## src/rtl/ddr_deser_pkg.sv

```systemverilog
package ddr_deser_pkg;
  parameter int unsigned DSER_WORD_W_DEF = 8;

  function automatic int unsigned phase_bits(input int unsigned half_w);
    return (half_w > 1) ? $clog2(half_w) : 1;
  endfunction
endpackage

```

## src/rtl/edge_shift_chain.sv

```systemverilog
module edge_shift_chain #(
  parameter int unsigned DEPTH    = 4,
  parameter bit          FALL_EDGE = 1'b0
) (
  input  logic             clk_i,
  input  logic             rst_ni,
  input  logic             ser_i,
  output logic [DEPTH-1:0] chain_o
);
  logic [DEPTH-1:0] chain_q;

  // newest bit enters at the top, so index 0 holds the oldest after DEPTH shifts
  generate
    if (FALL_EDGE) begin : g_fall
      always_ff @(negedge clk_i or negedge rst_ni) begin
        if (!rst_ni) chain_q <= '0;
        else         chain_q <= {ser_i, chain_q[DEPTH-1:1]};
      end
    end else begin : g_rise
      always_ff @(posedge clk_i or negedge rst_ni) begin
        if (!rst_ni) chain_q <= '0;
        else         chain_q <= {ser_i, chain_q[DEPTH-1:1]};
      end
    end
  endgenerate

  assign chain_o = chain_q;
endmodule

```

## src/rtl/word_phase_cnt.sv

```systemverilog
module word_phase_cnt #(
  parameter int unsigned HALF_W = 4
) (
  input  logic clk_i,
  input  logic rst_ni,
  output logic load_o
);
  localparam int unsigned CNT_W = ddr_deser_pkg::phase_bits(HALF_W);
  localparam logic [CNT_W-1:0] LAST = CNT_W'(HALF_W - 1);

  logic [CNT_W-1:0] cnt_q;
  logic             armed_q;

  always_ff @(posedge clk_i or negedge rst_ni) begin
    if (!rst_ni) begin
      cnt_q   <= '0;
      armed_q <= 1'b0;
    end else begin
      armed_q <= 1'b1;
      cnt_q   <= (cnt_q == LAST) ? '0 : cnt_q + 1'b1;
    end
  end

  // first edge after reset starts a word, it does not close one
  assign load_o = armed_q && (cnt_q == '0);
endmodule

```

## src/rtl/chain_interleave.sv

```systemverilog
module chain_interleave #(
  parameter int unsigned HALF_W = 4
) (
  input  logic [HALF_W-1:0]   rise_i,
  input  logic [HALF_W-1:0]   fall_i,
  output logic [2*HALF_W-1:0] word_o
);
  for (genvar k = 0; k < HALF_W; k++) begin : g_pair
    assign word_o[2*k]   = rise_i[k];
    assign word_o[2*k+1] = fall_i[k];
  end
endmodule

```

## src/rtl/ddr_deser.sv

```systemverilog
module ddr_deser #(
  parameter int unsigned WORD_W = ddr_deser_pkg::DSER_WORD_W_DEF
) (
  input  logic              clk_i,
  input  logic              rst_ni,
  input  logic              ser_i,
  output logic [WORD_W-1:0] data_o,
  output logic              valid_o
);
  localparam int unsigned HALF_W = WORD_W / 2;

  logic [HALF_W-1:0] rise_chain, fall_chain;
  logic [WORD_W-1:0] merged;
  logic              load;

  edge_shift_chain #(.DEPTH(HALF_W), .FALL_EDGE(1'b0)) i_rise_chain (
    .clk_i(clk_i), .rst_ni(rst_ni), .ser_i(ser_i), .chain_o(rise_chain)
  );

  edge_shift_chain #(.DEPTH(HALF_W), .FALL_EDGE(1'b1)) i_fall_chain (
    .clk_i(clk_i), .rst_ni(rst_ni), .ser_i(ser_i), .chain_o(fall_chain)
  );

  word_phase_cnt #(.HALF_W(HALF_W)) i_phase (
    .clk_i(clk_i), .rst_ni(rst_ni), .load_o(load)
  );

  chain_interleave #(.HALF_W(HALF_W)) i_merge (
    .rise_i(rise_chain), .fall_i(fall_chain), .word_o(merged)
  );

  always_ff @(posedge clk_i or negedge rst_ni) begin
    if (!rst_ni) begin
      data_o  <= '0;
      valid_o <= 1'b0;
    end else begin
      valid_o <= load;
      if (load) data_o <= merged;
    end
  end
endmodule

```

## config.mk

```make
export PLATFORM = sky130hd
export DESIGN_NAME = ddr_deser
export DESIGN_NICKNAME = d
export VERILOG_FILES = /design/src/rtl/ddr_deser_pkg.sv /design/src/rtl/edge_shift_chain.sv /design/src/rtl/word_phase_cnt.sv /design/src/rtl/chain_interleave.sv /design/src/rtl/ddr_deser.sv
export SDC_FILE = /design/constraint.sdc
export NUM_CORES = 1
export LEC_CHECK = 0
export BUFFER_PORTS_ARGS = -buffer_cell sky130_fd_sc_hd__buf_4
export CORE_MARGIN = 2
export CORE_UTILIZATION = 40
export CTS_BUF_LIST = sky130_fd_sc_hd__clkbuf_16
export DETAILED_ROUTE_END_ITERATION = 12
export GPL_ROUTABILITY_DRIVEN = 0
export PLACE_DENSITY_LB_ADDON = 0.3
export SLEW_MARGIN = 20
export SYNTH_ARGS = -nofsm -noshare
export SYNTH_HDL_FRONTEND = slang
export SYNTH_HIERARCHICAL = 1
export SYNTH_SLANG_ARGS = --single-unit
```

## constraint.sdc

```tcl
create_clock -name clk_i -period 4 [get_ports clk_i]
set_input_delay 0.8 -clock clk_i [delete_from_list [all_inputs] [get_ports clk_i]]
set_output_delay 0.8 -clock clk_i [all_outputs]
set_load 0.01 [all_outputs]
```

* Word level (Yosys, flattened, before mapping)
Cells that the tools add are included.
Word-level totals: flip-flop bits (word level) 20, bits of input ports 3, output and inout bits 9, logic and storage cells 11
Cells by class: $add $sub $neg 1, equality and inequality tests 1, muxes and demuxes 1, reductions and logical operators 2
Operators by type and width (count):
- 2-bit by 1-bit adder with 2-bit output (second input constant) | 1
- 2-bit equality test (second input constant) | 1
- 2-bit logical NOT | 1
- 2-bit two-way mux | 1
- 1-bit logical AND | 1

* Depth between registers and ports, before layout
depth in word-level cells 2, mapped depth 5, depth with buffers taken out 4

* Modules after synthesis
Netlist, hierarchy kept.
By module, submodules not included:
- ddr_deser | times used 1, cells an instance 18, area an instance 356.6 sq um, sequential area each 225.2 sq um
- edge_shift_chain | times used 2, cells an instance 4, area an instance 100.1 sq um, sequential area each 100.1 sq um
- word_phase_cnt | times used 1, cells an instance 10, area an instance 121.4 sq um, sequential area each 75.1 sq um
- chain_interleave | times used 1, cells an instance 8, area an instance 60.1 sq um, sequential area each 0.0 sq um

==> run metrics <==
area of the die 2210 um^2; total wire length 873 um; most common cell after layout, fill and taps aside dfrtp_1; worst path required time 2.13 ns; number of buffers between clock root and the deepest sink 2; CP Capture Type flip-flop; vias in the first global route 320; Initial Util 42.8%; number of distinct standard cells referenced by the synthesized netlist 10; Vias/cell 4.17; width of the chip 47.0 um; clock buffers created by TritonCTS 3; Clock Latency Late Sink 0.27 ns; total number of vias 313; Crit-path slowest cell buf_4; hold crit path type flip-flop to flip-flop; Pleak 0.416 nW; PortBufs 11; H-tree levels 1; root cell of the clock tree clkbuf_16; Max-cap violations 0; count of pins over their slew limit 0; ranking of synthesized cells by area dfrtp_1 54%, mux2_4 16%, dfrtn_1 14%, buf_4 8.1%, ha_1 3.4%; power per unit of standard cell area 529 nW/um^2; Core Rows 15; actual slew at the worst max-slew pin 0.567 ns; highest-count cells in the layout ignoring fill and taps 16 x dfrtp_1, 11 x buf_4, 8 x mux2_4; Setup Buffers After CTS 0; number of standard cells in the final layout excluding fillers 75; overall global routing resource usage 10.0%; worst slew slack as a fraction of its limit 62.2%; Post-Synthesis Cell Area 738 um^2; Antenna Nets Post-Route 0; hold-fix buffers at CTS 0; overflow left after global routing 0; post-synth top area cell dfrtp_1; Post-Syn Instances 44; Antenna Diode Count 0; largest net degree at the start of global routing 21; antenna violations before repair 0; Final Hold Violating Endpoints 0; final setup TNS 0 ns; WP data arrival 0.91 ns; RSZ-0062 raised after global routing no; layout filler cell count 155; io pins 12; area delta synth->final 16.4%; height of the chip 47.0 um; post-layout net count 56; top cell family by delay on the critical path buffers and inverters; wire length of the first global-routing pass 1440 um; Critical Path, Cell by Cell buf_4; area share of and/or/nand/nor cells after synthesis 1.36%; number of flip-flops and latches in the synthesized netlist 20; Setup Viol. Count Final 0; crit start category primary input; worst-path fanout max 2; DRT iter0 DRCs 4; syn nets 49; mux contribution to synthesized area 16.3%; share of synthesized cell area in full adder, half adder and majority cells 3.39%; compound-cell area share of the yosys netlist 0%; number of warnings printed during yosys synthesis 6; Worst Skew 0.0321 ns; detailed-route wire length per cell 11.6 um; Max stage delay on crit path 0.11 ns; largest family of logic cells by synthesized area multiplexers; number of iterations in the first detailed-routing pass 2; number of buffer and inverter instances along the worst setup path 1; Crit Path Class primary input to flip-flop; sequential share of the synthesized area 67.8%; count of unresolved DRC violations after routing 0; CTS clock-pin slew for the worst setup and hold paths 0.04 ns; fraction of final layout cells sized beyond drive strength 1 44.0%; status finished clean; number of sinks handled by clock tree synthesis 20; CTS tree yes; post-route worst hold slack 0.319 ns; cell total after placement 71; Std-Cell Core Area 1730 um^2; Post-Syn Area per Cell 16.8 um^2; worst-case vdd ir drop 0.482 mV; cts repair resizes 0; proportion of netlist area held by the largest area contributor 54.2%; xor-xnor portion of the synthesized cell area 0%
==> area by class of cell <==
class	count	area [um^2]	share of cell area, %
clock buffer	3	75.1	8.73
clock inverter	1	3.75	0.437
inverter	2	7.51	0.873
multi-input combinational	13	159	18.5
sequential	20	500	58.2
tap	25	31.3	3.64
timing repair buffer	11	82.6	9.61
==> path summary, 6_finish.rpt <==
check                           cells after the start                         startpoint  slack [ns]                           endpoint
worst max-delay path                                1                              ser_i        1.22  i_fall_chain/chain_o[3]$_DFF_NN0_
max in group asynchronous                           1                             rst_ni        1.49  i_fall_chain/chain_o[2]$_DFF_NN0_
worst min-delay path                                0  i_fall_chain/chain_o[1]$_DFF_NN0_        0.32  i_fall_chain/chain_o[0]$_DFF_NN0_
worst max register to register                      1  i_fall_chain/chain_o[2]$_DFF_NN0_        1.25              data_o[5]$_DFFE_PN0P_
worst min register to register                      0  i_fall_chain/chain_o[1]$_DFF_NN0_        0.32  i_fall_chain/chain_o[0]$_DFF_NN0_
min in group asynchronous                           1                             rst_ni        0.42                  valid_o$_DFF_PN0_
==> per-layer routing <==
layer / vias up / track usage, % / wire length [um]
met2: 10 / 14.5 / 391
li1: 143 / - / -
met3: 2 / 5.77 / 40
met5: - / 0 / 0
met4: 0 / 5.00 / 12
met1: 158 / 11.9 / 428
==> cell families (layout without fill, tap and decap cells) <==
group	after synthesis	count (layout)
multiplexers	8	8
AND/OR/NAND/NOR	2	2
buffers and inverters	11	17
adder cells (fa/ha/maj)	2	2
flip-flops	20	20
other	1	1
==> sequential cells by signal, indices dropped and copies added (netlist names) <==
signal / cells
valid_o: 1
i_phase/cnt_q: 2
i_phase/armed_q: 1
i_fall_chain/chain_o: 4
data_o: 8
i_rise_chain/chain_o: 4
==> Yosys cell counts <==
cell and instances:
buf_4 8, and2_1 1, buf_6 1, ha_1 2, nor2_1 1, inv_1 2
dfrtp_1 16, mux2_4 8, conb_1 1, dfrtn_1 4
==> through the flow <==
step | setup WS, ns | total power, W | instance area (um^2) | util [%]
after floorplan | 1.06 | 0.000246 | 738 | -
after global placement | 0.936 | 0.000261 | 781 | 45.2
after detailed placement | 0.934 | 0.000262 | 781 | 45.2
after CTS | 1.22 | 0.000463 | 860 | 49.8
after global routing | 1.23 | 0.000477 | 860 | 49.8
final | 1.22 | 0.000454 | 860 | 49.8
==> power by group <==
part | total, W | internal [W] | switching, W | leakage, nW
logic | 0.0000349 | 0.0000217 | 0.0000132 | 0.140
registers | 0.000223 | 0.000216 | 0.00000671 | 0.234
clock network | 0.000197 | 0.000133 | 0.0000640 | 0.0423
Note: power is estimated with default switching activity, not from simulation.
